## src/rtl/itmr_pkg.sv

```systemverilog
package itmr_pkg;

    typedef enum logic [1:0] {
        CH_HALT = 2'd0,
        CH_RUN  = 2'd1,
        CH_DONE = 2'd2
    } ch_state_e;

    localparam logic [2:0] MODE_ONESHOT = 3'd0;
    localparam logic [2:0] MODE_RATE    = 3'd2;
    localparam logic [2:0] MODE_SQUARE  = 3'd3;

    localparam logic [1:0] ACC_LATCH = 2'd0;
    localparam logic [1:0] ACC_WORD  = 2'd3;
    localparam logic [1:0] SEL_BAD   = 2'd3;

    function automatic logic mode_ok(input logic [2:0] m);
        return (m == MODE_ONESHOT) || (m == MODE_RATE) || (m == MODE_SQUARE);
    endfunction

endpackage

```

## src/rtl/itmr_tick_gen.sv

```systemverilog
module itmr_tick_gen #(
    parameter int CLK_HZ  = 50_000_000,
    parameter int TICK_HZ = 1_193_180
) (
    input  logic clk,
    input  logic rst_n,
    output logic tick
);
    localparam int ACC_W = $clog2(CLK_HZ) + 1;
    localparam logic [ACC_W-1:0] STEP   = ACC_W'(TICK_HZ);
    localparam logic [ACC_W-1:0] THRESH = ACC_W'(CLK_HZ - TICK_HZ);

    logic [ACC_W-1:0] acc;

    assign tick = (acc >= THRESH);

    always_ff @(posedge clk) begin
        if (!rst_n)
            acc <= '0;
        else if (tick)
            acc <= acc - THRESH;
        else
            acc <= acc + STEP;
    end

    // the tick rate is far below the clock, so ticks never come back to back
    p_tick_sparse_r13: assert property (@(posedge clk) disable iff (!rst_n)
        tick |=> !tick);

endmodule

```

## src/rtl/itmr_channel.sv

```systemverilog
module itmr_channel
    import itmr_pkg::*;
#(
    parameter int CNT_W = 16
) (
    input  logic              clk,
    input  logic              rst_n,
    input  logic              tick,
    input  logic              mode_wr,
    input  logic [2:0]        mode_val,
    input  logic              latch_cmd,
    input  logic              data_wr,
    input  logic              data_rd,
    input  logic [CNT_W/2-1:0] wr_byte,
    output logic [CNT_W/2-1:0] rd_byte,
    output logic              out_level
);
    localparam int BYTE_W = CNT_W / 2;

    ch_state_e        state, state_nx;
    logic [CNT_W-1:0] count, period, latched, new_val;
    logic [2:0]       mode;
    logic             wptr_hi, rptr_hi, latch_held;
    logic             lo_wr, hi_wr, at_one;

    function automatic logic [CNT_W-1:0] half_of(input logic [CNT_W-1:0] v);
        return ((v >> 1) == '0) ? CNT_W'(1) : (v >> 1);
    endfunction

    assign lo_wr   = data_wr && !wptr_hi;
    assign hi_wr   = data_wr && wptr_hi;
    assign new_val = {wr_byte, count[BYTE_W-1:0]};
    assign at_one  = (count == CNT_W'(1));

    // next-state logic
    always_comb begin
        state_nx = state;
        if (lo_wr)
            state_nx = CH_HALT;
        else if (hi_wr)
            state_nx = (new_val != '0) ? CH_RUN : CH_HALT;
        else begin
            unique case (state)
                CH_HALT: state_nx = CH_HALT;
                CH_RUN:  if (tick && mode == MODE_ONESHOT && at_one) state_nx = CH_DONE;
                CH_DONE: state_nx = CH_DONE;
                default: state_nx = CH_HALT;
            endcase
        end
    end

    // state register
    always_ff @(posedge clk) begin
        if (!rst_n) state <= CH_HALT;
        else        state <= state_nx;
    end

    // datapath and output register
    always_ff @(posedge clk) begin
        if (!rst_n) begin
            count      <= '0;
            period     <= '0;
            mode       <= MODE_ONESHOT;
            out_level  <= 1'b0;
            wptr_hi    <= 1'b0;
            rptr_hi    <= 1'b0;
            latch_held <= 1'b0;
            latched    <= '0;
        end else begin
            if (mode_wr) mode <= mode_val;

            if (lo_wr) begin
                count[BYTE_W-1:0] <= wr_byte;
                out_level         <= 1'b0;
                wptr_hi           <= 1'b1;
            end else if (hi_wr) begin
                period  <= new_val;
                count   <= (mode == MODE_SQUARE) ? half_of(new_val) : new_val;
                wptr_hi <= 1'b0;
            end else if (state == CH_RUN && tick) begin
                unique case (mode)
                    MODE_RATE: begin
                        count     <= at_one ? period : count - 1'b1;
                        out_level <= at_one;
                    end
                    MODE_SQUARE: begin
                        count <= at_one ? half_of(period) : count - 1'b1;
                        if (at_one) out_level <= !out_level;
                    end
                    default: begin
                        count <= count - 1'b1;
                        if (at_one) out_level <= 1'b1;
                    end
                endcase
            end

            if (latch_cmd && !latch_held) begin
                latch_held <= 1'b1;
                latched    <= count;
                rptr_hi    <= 1'b0;
            end else if (data_rd) begin
                rptr_hi <= !rptr_hi;
                if (latch_held && rptr_hi) latch_held <= 1'b0;
            end
        end
    end

    always_comb begin
        if (latch_held)
            rd_byte = rptr_hi ? latched[CNT_W-1:BYTE_W] : latched[BYTE_W-1:0];
        else
            rd_byte = rptr_hi ? count[CNT_W-1:BYTE_W] : count[BYTE_W-1:0];
    end

    p_lsb_halts_r4: assert property (@(posedge clk) disable iff (!rst_n)
        lo_wr |=> (state == CH_HALT && !out_level));

    p_zero_period_r5: assert property (@(posedge clk) disable iff (!rst_n)
        (hi_wr && new_val == '0) |=> (state == CH_HALT));

    p_latch_hold_r6: assert property (@(posedge clk) disable iff (!rst_n)
        ($past(latch_held) && latch_held) |-> $stable(latched));

    p_oneshot_out_r9: assert property (@(posedge clk) disable iff (!rst_n)
        (state == CH_RUN && mode == MODE_ONESHOT && tick && at_one && !data_wr)
        |=> (out_level && state == CH_DONE));

endmodule

```

## src/rtl/interval_timer3.sv

```systemverilog
module interval_timer3
    import itmr_pkg::*;
#(
    parameter int NUM_CH     = 3,
    parameter int CNT_W      = 16,
    parameter int CLK_HZ     = 50_000_000,
    parameter int TICK_HZ    = 1_193_180,
    parameter int SPKR_CH    = 2,
    parameter int STATUS_BIT = 5
) (
    input  logic              clk,
    input  logic              rst_n,
    input  logic              bus_wr,
    input  logic              bus_rd,
    input  logic [1:0]        bus_addr,
    input  logic [7:0]        bus_wdata,
    output logic [7:0]        bus_rdata,
    output logic              cmd_err,
    output logic [NUM_CH-1:0] ch_out,
    output logic [7:0]        spkr_status
);
    localparam logic [1:0] CTRL_ADDR = 2'd3;

    logic       tick, ctrl_wr, bad_word;
    logic [1:0] sel, acc;
    logic [2:0] mode_f;
    logic       bcd;
    logic [7:0] ch_byte [NUM_CH];
    logic [7:0] rd_mux;

    assign ctrl_wr = bus_wr && (bus_addr == CTRL_ADDR);
    assign sel     = bus_wdata[7:6];
    assign acc     = bus_wdata[5:4];
    assign mode_f  = bus_wdata[3:1];
    assign bcd     = bus_wdata[0];

    always_comb begin
        if (sel == SEL_BAD)
            bad_word = 1'b1;
        else if (acc == ACC_LATCH)
            bad_word = 1'b0;
        else if (acc != ACC_WORD)
            bad_word = 1'b1;
        else
            bad_word = bcd || !mode_ok(mode_f);
    end

    itmr_tick_gen #(.CLK_HZ(CLK_HZ), .TICK_HZ(TICK_HZ)) u_tick (
        .clk(clk), .rst_n(rst_n), .tick(tick)
    );

    for (genvar g = 0; g < NUM_CH; g++) begin : g_ch
        logic hit_ctrl, hit_data;
        assign hit_ctrl = ctrl_wr && (sel == 2'(g));
        assign hit_data = (bus_addr == 2'(g));

        itmr_channel #(.CNT_W(CNT_W)) u_ch (
            .clk       (clk),
            .rst_n     (rst_n),
            .tick      (tick),
            .mode_wr   (hit_ctrl && !bad_word && acc == ACC_WORD),
            .mode_val  (mode_f),
            .latch_cmd (hit_ctrl && acc == ACC_LATCH),
            .data_wr   (bus_wr && hit_data),
            .data_rd   (bus_rd && hit_data),
            .wr_byte   (bus_wdata),
            .rd_byte   (ch_byte[g]),
            .out_level (ch_out[g])
        );
    end

    always_comb begin
        rd_mux = 8'h00;
        for (int i = 0; i < NUM_CH; i++)
            if (bus_addr == 2'(i)) rd_mux = ch_byte[i];
    end

    always_ff @(posedge clk) begin
        if (!rst_n) begin
            bus_rdata <= 8'h00;
            cmd_err   <= 1'b0;
        end else begin
            if (bus_rd) bus_rdata <= rd_mux;
            cmd_err <= ctrl_wr && bad_word;
        end
    end

    always_comb begin
        spkr_status = 8'h00;
        spkr_status[STATUS_BIT] = ch_out[SPKR_CH];
    end

    p_sel_err_r1: assert property (@(posedge clk) disable iff (!rst_n)
        (ctrl_wr && sel == SEL_BAD) |=> cmd_err);

    p_access_err_r2: assert property (@(posedge clk) disable iff (!rst_n)
        (ctrl_wr && (acc == 2'd1 || acc == 2'd2)) |=> cmd_err);

    p_latch_noerr_r3: assert property (@(posedge clk) disable iff (!rst_n)
        (ctrl_wr && sel != SEL_BAD && acc == ACC_LATCH) |=> !cmd_err);

endmodule

```

## config.mk

```make
export PLATFORM = sky130hd
export DESIGN_NAME = interval_timer3
export DESIGN_NICKNAME = d
export VERILOG_FILES = /design/src/rtl/itmr_pkg.sv /design/src/rtl/itmr_tick_gen.sv /design/src/rtl/itmr_channel.sv /design/src/rtl/interval_timer3.sv
export SDC_FILE = /design/constraint.sdc
export NUM_CORES = 1
export LEC_CHECK = 0
export BUFFER_PORTS_ARGS = -buffer_cell sky130_fd_sc_hd__clkbuf_2
export CAP_MARGIN = 10
export CELL_PAD_IN_SITES_DETAIL_PLACEMENT = 1
export CELL_PAD_IN_SITES_GLOBAL_PLACEMENT = 2
export CORE_MARGIN = 2
export CORE_UTILIZATION = 30
export DETAILED_ROUTE_END_ITERATION = 7
export MAX_ROUTING_LAYER = met4
export PLACE_DENSITY_LB_ADDON = 0.1
export SYNTH_ARGS = -nofsm -noshare
export SYNTH_HDL_FRONTEND = slang
export SYNTH_HIERARCHICAL = 1
export SYNTH_SLANG_ARGS = --single-unit
```

## constraint.sdc

```tcl
create_clock -name clk -period 7.65 [get_ports clk]
set_clock_uncertainty 0.15 [all_clocks]
set_input_delay 1.9125 -clock clk [delete_from_list [all_inputs] [get_ports clk]]
set_output_delay 1.9125 -clock clk [all_outputs]
set_load 0.01 [all_outputs]
```

==> tab_implementation.tex, run 1 <==
\begin{tabular}{lr}
\hline
Metric & Value \\
\hline
\multicolumn{2}{l}{\textbf{Outcome}} \\
Status & complete, no violations \\
\multicolumn{2}{l}{\textbf{Pwr}} \\
Power share of the clock group & 0.474 \\
Leakage dissipation & 0.004522 uW \\
Internal power & $\sim$2100 uW \\
Net switching share of the total power & 0.2839 \\
Part of the power in registers & 0.400 \\
Total chip power & a little under 3000 uW \\
P per Cell Area & 215.9 mW/mm\^{}2 \\
Combinational share of power & 0.126 \\
Maximum vdd ir drop & 0.1661 mV \\
Switching power total & 832.8 uW \\
\multicolumn{2}{l}{\textbf{Clock network}} \\
Quantity of hold-fixing buffers added after cts & 0 \\
Number of levels in the clock H-tree & 1 \\
Maximum count of clock buffers along a single path & 3 \\
Sink count of the clock tree & roughly 210 \\
Clock insertion delay at the later pin of the skew report & about 0.57 ns \\
Post-CTS sizing & 0 \\
Clock transition at the register clock pins on the worst setup and hold paths after CTS & around 0.060 ns \\
Clock tree from TritonCTS & done \\
CTS root buffer & sky130\_fd\_sc\_hd\_\_clkbuf\_16 \\
Number of buffers created by CTS & 28 \\
Number of post-CTS setup repair buffers & 0 \\
\multicolumn{2}{l}{\textbf{Timing}} \\
Fraction of the cycle the final worst path needs & 0.6243 \\
Normalized max-slew margin & 0.2495 \\
Final Hold Violating Endpoints & 0 \\
Achievable Freq & approximately 210 MHz \\
Transition time at the pin with the least slew margin & 1.123 ns \\
Unrepaired setup endpoints after global routing & false \\
Setup violations, final & 0 \\
Number of pins with negative max-slew slack in the final report & 0 \\
Fin crit period & 4.776 ns \\
Total Neg Setup Slack & 0 ns \\
\multicolumn{2}{l}{\textbf{Worst setup path}} \\
Length in cells of the worst reg-to-reg path & 10 \\
Arrival time reported for the critical path endpoint & a little over 5 ns \\
Critical path class & in2reg \\
Master of the slowest instance on the critical path & sky130\_fd\_sc\_hd\_\_and2\_1 \\
Setup slack of the worst register-to-register path & about 4.0 ns \\
Number of buffer and inverter stages on the critical path & 1 \\
Nature of the critical path startpoint & input port \\
Reg-to-reg critical path startpoint & u\_tick/acc[11] \\
Gate family responsible for the most delay along the worst path & simple AND/OR/NAND/NOR gates \\
Highest fanout seen on the critical path & 23 \\
Required time worst endpoint & between 7 and 8 ns \\
Slowest cell delay on critical path & just under 0.8 ns \\
Cells traversed along the worst timing path & clkbuf\_2 -> nor2b\_1 -> and2\_1 -> and2\_1 -> a21oi\_1 -> nand3\_1 -> o221ai\_1 -> a21oi\_1 \\
Critical Path End Type & flop \\
R2r endpoint & g\_ch[2].u\_ch/count[7] \\
\multicolumn{2}{l}{\textbf{Drt}} \\
Per-cell routed wire length & roughly 23 um \\
Number of DRC violations after detailed-routing iteration 0 & $\sim$600 \\
Detailed-router iteration count before antenna repair & 5 \\
Post-route antenna net violation count & 0 \\
Vias after detailed routing & approximately 12,000 \\
Vias per inst & between 5 and 6 \\
Routed wire length & between 40,000 and 50,000 um \\
Remaining DRCs & 0 \\
\multicolumn{2}{l}{\textbf{Placement}} \\
PortBufs & 26 \\
Post-detail-place hpwl & $\sim$32,000 um \\
RD Place Congestion & between 0.8 and 0.9 \\
Placed instance count & 1,986 \\
\multicolumn{2}{l}{\textbf{Yosys}} \\
Sequential area share after synthesis & 0.3302 \\
Netlist cell types & between 90 and 100 \\
Number of flip-flops and latches in the synthesized netlist & between 200 and 250 \\
Share of flip-flops with an asynchronous set or reset after synthesis & 0 \\
Most instantiated flip-flop cell in the synthesis netlist & sky130\_fd\_sc\_hd\_\_dfxtp\_1 \\
Netlist Area Pre-Place & between 0.01 and 0.015 sq mm \\
Count of flip-flops with a built-in enable after synthesis & 0 \\
Syn\_area\_per\_cell & 8.080 sq um \\
Cell count after synthesis & 1,538 \\
Synthesis warning total & 6 \\
\multicolumn{2}{l}{\textbf{Die}} \\
Initial Utilization & 0.3043 \\
Die span in y & just over 200 um \\
Die Span X & about 210 um \\
Top Ports & 34 \\
Floorplan core area & roughly 0.041 sq mm \\
\# rows & 74 \\
Die area & 0.04307 sq mm \\
\multicolumn{2}{l}{\textbf{Min path}} \\
Class of the tightest hold or removal check & reg2reg \\
Hold Path Sink & g\_ch[2].u\_ch/latched[14] \\
Hold Crit Start & g\_ch[2].u\_ch/latched[14] \\
Hold path depth & 2 \\
\multicolumn{2}{l}{\textbf{Cells and area}} \\
Layout overhead on the synthesized area & 9.314\% \\
Utilization of the core after routing & 0.3327 \\
Number of antenna cells inserted & 0 \\
Share of cells above drive strength 1 & 0.1102 \\
Total Nets Final & approximately 1,500 \\
Post-layout instance count excluding filler cells & 2,038 \\
\multicolumn{2}{l}{\textbf{Global route}} \\
GRT Resource Usage Total & 0.2212 \\
GR Overflow Total & 0 \\
Number of antenna violations at the first check in global routing & 0 \\
Largest net degree at the start of global routing & 43 \\
Via count of the first global-routing pass & 11,690 \\
Wire length of the first global-routing pass & roughly 73,000 um \\
\multicolumn{2}{l}{\textbf{Job}} \\
Max-cap check violation count & 0 \\
\hline
\end{tabular}
## cells by family (layout without fill, tap and decap cells)
| group | Yosys count | after routing | synth area share |
|---|---|---|---|
| and+or+nand+nor | 606 | 606 | 0.2530 |
| AOI/OAI and AO/OA | 429 | 429 | 0.2168 |
| DFF | 205 | 205 | 0.3302 |
| buffers and inverters | 168 | 130 | 0.07219 |
| muxes | 70 | 70 | 0.08246 |
| xor gates and xnor gates | 47 | 47 | 0.03312 |
| adders and majority gates | 12 | 12 | 0.01188 |
| other | 1 | 7 | 0.0003018 |
## cell usage after synthesis, types with 11 or more instances
| cell | n | area (sq um) |
|---|---|---|
| sky130_fd_sc_hd__clkbuf_1 | 74 | 277.8 |
| sky130_fd_sc_hd__mux4_2 | 22 | 495.5 |
| sky130_fd_sc_hd__o211ai_1 | 11 | 82.58 |
| sky130_fd_sc_hd__nand4_1 | 14 | 87.58 |
| sky130_fd_sc_hd__inv_1 | 30 | 112.6 |
| sky130_fd_sc_hd__mux2i_1 | 36 | 360.4 |
| sky130_fd_sc_hd__buf_6 | 18 | 202.7 |
| sky130_fd_sc_hd__dfxtp_1 | 205 | 4104 |
| sky130_fd_sc_hd__o22ai_1 | 18 | 112.6 |
| sky130_fd_sc_hd__buf_4 | 14 | 105.1 |
| sky130_fd_sc_hd__xor2_1 | 11 | 96.34 |
| sky130_fd_sc_hd__a211oi_1 | 13 | 97.59 |
| sky130_fd_sc_hd__nor4_1 | 24 | 150.1 |
| sky130_fd_sc_hd__nand3b_1 | 11 | 82.58 |
| sky130_fd_sc_hd__buf_2 | 15 | 75.07 |
| sky130_fd_sc_hd__nor2_1 | 81 | 304.0 |
| sky130_fd_sc_hd__a31oi_1 | 37 | 231.5 |
| sky130_fd_sc_hd__ha_1 | 11 | 137.6 |
| sky130_fd_sc_hd__o21ai_0 | 57 | 285.3 |
| sky130_fd_sc_hd__nor2b_1 | 20 | 125.1 |
| sky130_fd_sc_hd__xnor2_1 | 36 | 315.3 |
| sky130_fd_sc_hd__nand2b_1 | 24 | 150.1 |
| sky130_fd_sc_hd__nor3_1 | 34 | 170.2 |
| sky130_fd_sc_hd__nand3_1 | 33 | 165.2 |
| sky130_fd_sc_hd__nand2_1 | 269 | 1010 |
| sky130_fd_sc_hd__a21oi_1 | 182 | 910.9 |
| sky130_fd_sc_hd__and2_1 | 14 | 87.58 |
| sky130_fd_sc_hd__o31ai_1 | 12 | 90.09 |
## registers in the layout, summed over array words and instances (netlist names)
signal	count
u_tick/acc	25
bus_rdata	8
cmd_err	1
g_ch.u_ch/rptr_hi	3
g_ch.u_ch/period	48
g_ch.u_ch/latch_held	3
g_ch.u_ch/out_level	3
g_ch.u_ch/latched	48
g_ch.u_ch/mode	9
g_ch.u_ch/count	48
g_ch.u_ch/state	6
g_ch.u_ch/wptr_hi	3
## metrics by stage
stage	instance area, sq um	worst slack [ns]	hold slack, ns
after floorplan	12450	3.882	0.2815
after detailed placement	12620	2.323	0.2973
after CTS	13580	2.908	0.3059
final	13580	2.874	0.3019
after global routing	13580	2.510	0.3291
after global placement	12620	2.381	0.2891
## layout make-up
type | count | area [sq um]
fill | 4848 | 27250
multi-input combinational | 1171 | 7448
sequential | 205 | 4104
clock buffer | 42 | 834.6
tap | 532 | 665.6
timing repair buffer | 46 | 280.3
clock inverter | 10 | 131.4
inverter | 32 | 120.1
## per-layer routing
metal / vias up / GRT usage / share of wire
met1: 5742 / 0.3059 / 0.49
met3: 79 / 0.02405 / 0.033
met5: - / - / 0
li1: 5475 / - / -
met4: 0 / 0.05985 / 0.028
met2: 206 / 0.3428 / 0.45
## placed cells by master, fill, tap and decap left out, types with 8 or more instances in the layout
cell                          n
sky130_fd_sc_hd__nor3_1      34
sky130_fd_sc_hd__clkbuf_16   29
sky130_fd_sc_hd__nor4_1      24
sky130_fd_sc_hd__dfxtp_1    205
sky130_fd_sc_hd__nand3b_1    11
sky130_fd_sc_hd__nand2_1    269
sky130_fd_sc_hd__a22o_1       8
sky130_fd_sc_hd__mux2i_1     36
sky130_fd_sc_hd__a31oi_1     37
sky130_fd_sc_hd__and2_1      14
sky130_fd_sc_hd__nor2_1      81
sky130_fd_sc_hd__inv_1       30
sky130_fd_sc_hd__ha_1        11
sky130_fd_sc_hd__a21oi_1    182
sky130_fd_sc_hd__and3_1       8
sky130_fd_sc_hd__nand4_1     14
sky130_fd_sc_hd__clkbuf_2    26
sky130_fd_sc_hd__o211ai_1    11
sky130_fd_sc_hd__o31ai_1     12
sky130_fd_sc_hd__xnor2_1     36
sky130_fd_sc_hd__o221ai_1     8
sky130_fd_sc_hd__o21ai_0     57
sky130_fd_sc_hd__nor2b_1     20
sky130_fd_sc_hd__mux4_2      22
sky130_fd_sc_hd__nand2b_1    24
sky130_fd_sc_hd__nand3_1     33
sky130_fd_sc_hd__o22ai_1     18
sky130_fd_sc_hd__buf_4       20
sky130_fd_sc_hd__mux2_2       9
sky130_fd_sc_hd__xor2_1      11
sky130_fd_sc_hd__a211oi_1    13
## worst register-to-register path, delay by kind of cell (launching register included)
family	cells	cell delay [ns]
AND/OR/NAND/NOR	5	1.23
AO/OA/AOI/OAI	4	1.21
flip-flops	1	0.49
buffers and inverters	1	0.46
## power groups by stage
stage                     registers [uW]  clock network (uW)  logic [uW]
after floorplan                     1150                   0         308
after global placement              1200                   0         370
after detailed placement            1200                   0         370
after CTS                           1170                1440         372
after global routing                1180                1470         410
final                               1170                1390         371
## worst max-delay path by stage
stage | start | to | slack, ns | cells after the start
final | bus_addr[0] | g_ch[2].u_ch/count[7] | 2.87 | 8
after global placement | bus_addr[0] | g_ch[2].u_ch/count[7] | 2.38 | 8
after floorplan | bus_addr[0] | g_ch[0].u_ch/period[0] | 3.88 | 9
after detailed placement | bus_addr[0] | g_ch[2].u_ch/count[3] | 2.32 | 7
after global routing | bus_addr[0] | g_ch[2].u_ch/count[7] | 2.51 | 8
after CTS | bus_addr[0] | g_ch[2].u_ch/count[7] | 2.91 | 8
Note: power is estimated with default switching activity, not from simulation.
==> run 2: changes to the inputs <==
--- a/config.mk
+++ b/config.mk
@@ -5,6 +5,7 @@
 export SDC_FILE = /design/constraint.sdc
 export NUM_CORES = 1
 export LEC_CHECK = 0
+export ABC_AREA = 1
 export BUFFER_PORTS_ARGS = -buffer_cell sky130_fd_sc_hd__clkbuf_2
 export CAP_MARGIN = 10
 export CELL_PAD_IN_SITES_DETAIL_PLACEMENT = 1
==> constraint.sdc (replaced) <==
create_clock -name clk -period 4.05 [get_ports clk]
set_clock_uncertainty 0.15 [all_clocks]
set_input_delay 1.0125 -clock clk [delete_from_list [all_inputs] [get_ports clk]]
set_output_delay 1.0125 -clock clk [all_outputs]
set_load 0.01 [all_outputs]
==> run 2 against run 1 <==
Synthesized area grew 9.8%. Die area grew 9.6%. Sequential cell count is the same. Synthesized cell count grew 44%. Register-to-register slack lost 3.2 ns. Sequential power grew 91%. Critical path depth grew 7. Global-route usage grew 2.4 points. Wire length grew 20%. Via count grew 28%. Critical endpoint is now g_ch[1].u_ch/count[1].
==> tab_implementation.tex, run 2 <==
\begin{tabular}{lr}
\hline
Metric & Value \\
\hline
\multicolumn{2}{l}{\textbf{Drt}} \\
Per-cell routed wire length & between 15 and 20 um \\
Vias after detailed routing & approximately 15,000 \\
Number of DRC violations after detailed-routing iteration 0 & 863 \\
Vias per inst & approximately 5.2 \\
Detailed-router iteration count before antenna repair & 7 \\
Remaining DRCs & 0 \\
Post-route antenna net violation count & 0 \\
Routed wire length & between 50,000 and 60,000 um \\
\multicolumn{2}{l}{\textbf{Cells and area}} \\
Utilization of the core after routing & 0.3374 \\
Layout overhead on the synthesized area & 11.49\% \\
Total Nets Final & $\sim$2,200 \\
Number of antenna cells inserted & 0 \\
Largest registers & g\_ch.u\_ch/count: 48 flops, g\_ch.u\_ch/latched: 48 flops, g\_ch.u\_ch/period: 48 flops \\
Most frequent standard cell in the layout excluding fill and tap cells & sky130\_fd\_sc\_hd\_\_nand2\_1 \\
Share of cells above drive strength 1 & 0.08363 \\
Layout fillers & about 5,900 \\
Commonest cells after routing, fill and taps aside & 536 x sky130\_fd\_sc\_hd\_\_nand2\_1, 266 x sky130\_fd\_sc\_hd\_\_a21oi\_1, 241 x sky130\_fd\_sc\_hd\_\_nor2\_1 \\
\multicolumn{2}{l}{\textbf{Pwr}} \\
Maximum vdd ir drop & $\sim$0.3 mV \\
Total chip power & around 6000 uW \\
Leakage dissipation & $\sim$0.0066 uW \\
P per Cell Area & about 400 mW/mm\^{}2 \\
\multicolumn{2}{l}{\textbf{Yosys}} \\
Most used standard cells in the synthesized netlist & 536 x sky130\_fd\_sc\_hd\_\_nand2\_1, 266 x sky130\_fd\_sc\_hd\_\_a21oi\_1, 241 x sky130\_fd\_sc\_hd\_\_nor2\_1 \\
Most instantiated flip-flop cell in the synthesis netlist & sky130\_fd\_sc\_hd\_\_dfxtp\_1 \\
Cell count after synthesis & roughly 2,200 \\
Count of flip-flops with a built-in enable after synthesis & 0 \\
Netlist cell types & 46 \\
Syn\_area\_per\_cell & 6.171 sq um \\
Synthesis warning total & 6 \\
Number of flip-flops and latches in the synthesized netlist & slightly above 200 \\
Sequential area share after synthesis & 0.3008 \\
Netlist Area Pre-Place & about 0.014 sq mm \\
Cell accounting for the most synthesized area & sky130\_fd\_sc\_hd\_\_dfxtp\_1 \\
Synth top area share & 0.3008 \\
Share of flip-flops with an asynchronous set or reset after synthesis & 0 \\
Leading cell type by number of instances after synthesis & sky130\_fd\_sc\_hd\_\_nand2\_1 \\
Synth area leaders & sky130\_fd\_sc\_hd\_\_dfxtp\_1 30\%, sky130\_fd\_sc\_hd\_\_nand2\_1 15\%, sky130\_fd\_sc\_hd\_\_a21oi\_1 9.8\% \\
\multicolumn{2}{l}{\textbf{Die}} \\
\# rows & a little under 80 \\
Top Ports & 34 \\
Initial Utilization & 0.3026 \\
Die span in y & 217.3 um \\
Die area & 0.04720 sq mm \\
Floorplan core area & 0.04509 sq mm \\
Die Span X & between 200 and 250 um \\
\multicolumn{2}{l}{\textbf{Min path}} \\
Class of the tightest hold or removal check & reg2reg \\
Hold Crit Start & u\_tick/acc[2] \\
\multicolumn{2}{l}{\textbf{Timing}} \\
Number of pins with negative max-slew slack in the final report & 0 \\
Normalized max-slew margin & 0.4267 \\
Total Neg Setup Slack & 0 ns \\
Achievable Freq & approximately 310 MHz \\
Unrepaired setup endpoints after global routing & false \\
Fraction of the cycle the final worst path needs & 0.8014 \\
Transition time at the pin with the least slew margin & between 0.8 and 0.9 ns \\
Setup violations, final & 0 \\
Fin crit period & about 3.2 ns \\
Final Hold Violating Endpoints & 0 \\
\multicolumn{2}{l}{\textbf{Worst setup path}} \\
Number of buffer and inverter stages on the critical path & 3 \\
Critical Path End Type & flop \\
Master of the slowest instance on the critical path & sky130\_fd\_sc\_hd\_\_dfxtp\_1 \\
Slowest cell delay on critical path & 0.53 ns \\
Critical path class & reg2reg \\
Arrival time reported for the critical path endpoint & approximately 3.6 ns \\
Highest fanout seen on the critical path & 16 \\
Nature of the critical path startpoint & flop \\
Reg-to-reg critical path startpoint & u\_tick/acc[13] \\
Cells traversed along the worst timing path & nand2\_1 -> nor2\_1 -> nand2\_2 -> nor2\_2 -> nand2\_2 -> nand3\_4 -> nand2\_1 -> nor2\_1 -> inv\_1 -> nand3\_1 -> inv\_1 -> a21oi\_1 -> nand3\_1 -> nand3\_1 -> inv\_1 \\
Required time worst endpoint & about 4.4 ns \\
Critical Path Start & u\_tick/acc[13] \\
Gate family responsible for the most delay along the worst path & simple AND/OR/NAND/NOR gates \\
\multicolumn{2}{l}{\textbf{Placement}} \\
Post-detail-place hpwl & a little over 40,000 um \\
PortBufs & 26 \\
RD Place Congestion & roughly 0.89 \\
\multicolumn{2}{l}{\textbf{Clock network}} \\
Maximum count of clock buffers along a single path & 3 \\
Sink count of the clock tree & 205 \\
CTS root buffer & sky130\_fd\_sc\_hd\_\_clkbuf\_16 \\
Quantity of hold-fixing buffers added after cts & 0 \\
Clock transition at the register clock pins on the worst setup and hold paths after CTS & 0.06 ns \\
Number of buffers created by CTS & 29 \\
Number of levels in the clock H-tree & 1 \\
Clock insertion delay at the later pin of the skew report & $\sim$0.57 ns \\
Post-CTS sizing & 0 \\
Number of post-CTS setup repair buffers & 0 \\
Clock tree from TritonCTS & done \\
\multicolumn{2}{l}{\textbf{Outcome}} \\
Status & complete, no violations \\
\multicolumn{2}{l}{\textbf{Job}} \\
Max-cap check violation count & 0 \\
\multicolumn{2}{l}{\textbf{Global route}} \\
GR Overflow Total & 0 \\
Number of antenna violations at the first check in global routing & 0 \\
Wire length of the first global-routing pass & $\sim$89,000 um \\
GRT Resource Usage Total & 0.2454 \\
Largest net degree at the start of global routing & 79 \\
Via count of the first global-routing pass & 14,950 \\
\hline
\end{tabular}
## run 2: cell types whose count changed in the layout (fill, tap and decap cells not counted), sizes merged, moves of 86 or more
cell,previous run,this run
nand2,271,556
inv,32,246
nor2,84,279
o21ai,61,207
nand3,33,152
a21oi,183,269
## run 2: routing by layer
metal | wire (um) | vias to the layer above | track usage
li1 | - | 7244 | -
met1 | 27280 | 7076 | 0.3342
met2 | 25280 | 276 | 0.3847
met3 | 1984 | 90 | 0.02432
met4 | 1717 | 0 | 0.07215
met5 | 0 | - | -
## run 2: final cells by class
| class | instances | area (sq um) | share of cell area |
|---|---|---|---|
| timing repair buffer | 58 | 385.4 | 0.02534 |
| tap | 600 | 750.7 | 0.04935 |
| clock inverter | 10 | 150.1 | 0.009871 |
| sequential | 205 | 4104 | 0.2698 |
| clock buffer | 43 | 848.3 | 0.05577 |
| inverter | 250 | 940.9 | 0.06186 |
| multi-input combinational | 1658 | 8031 | 0.5280 |
## run 2: final timing paths
kind | to | slack, ns | cells past startpoint
worst min register to register | u_tick/acc[2] | 0.31 | 1
worst max register to register | g_ch[1].u_ch/count[1] | 0.80 | 15
worst max-delay path | g_ch[1].u_ch/count[1] | 0.80 | 15
worst min-delay path | u_tick/acc[2] | 0.31 | 1
## run 2: kinds of logic (layout without fill, tap and decap cells)
family,after synthesis,after routing,synth area share
and+or+nand+nor,1067,1067,0.3468
AOI/OAI and AO/OA,542,542,0.2099
buffers and inverters,354,361,0.1122
DFF,205,205,0.3008
xor gates and xnor gates,31,31,0.01990
adders and majority gates,11,11,0.01009
other,1,7,0.0002749
## run 2: stage by stage
| step | instances | area, sq um | hold WS (ns) | worst slack [ns] |
|---|---|---|---|---|
| 6_report | 2824 | 15210 | 0.3069 | 0.8044 |
| 5_1_grt | 2824 | 15210 | 0.3254 | 0.5068 |
| 4_1_cts | 2824 | 15210 | 0.3104 | 0.8375 |
| 3_5_place_dp | 2771 | 14210 | 0.2875 | 0.4863 |
| 3_3_place_gp | 2771 | 14210 | 0.2841 | 0.5856 |
| 2_1_floorplan | 2217 | 13670 | 0.2673 | 1.227 |
## run 2: worst register-to-register path: cells and delay by family, from the launching register on
| family | cells | cell delay [ns] |
|---|---|---|
| AND/OR/NAND/NOR | 11 | 2.00 |
| flip-flops | 1 | 0.53 |
| buffers and inverters | 3 | 0.32 |
| AO/OA/AOI/OAI | 1 | 0.18 |
## run 2: power breakdown
group / total, uW / switching (uW) / internal (uW)
Clock: 2730 / 1040 / 1690
Combinational: 1040 / 731 / 312
Sequential: 2230 / 138 / 2090
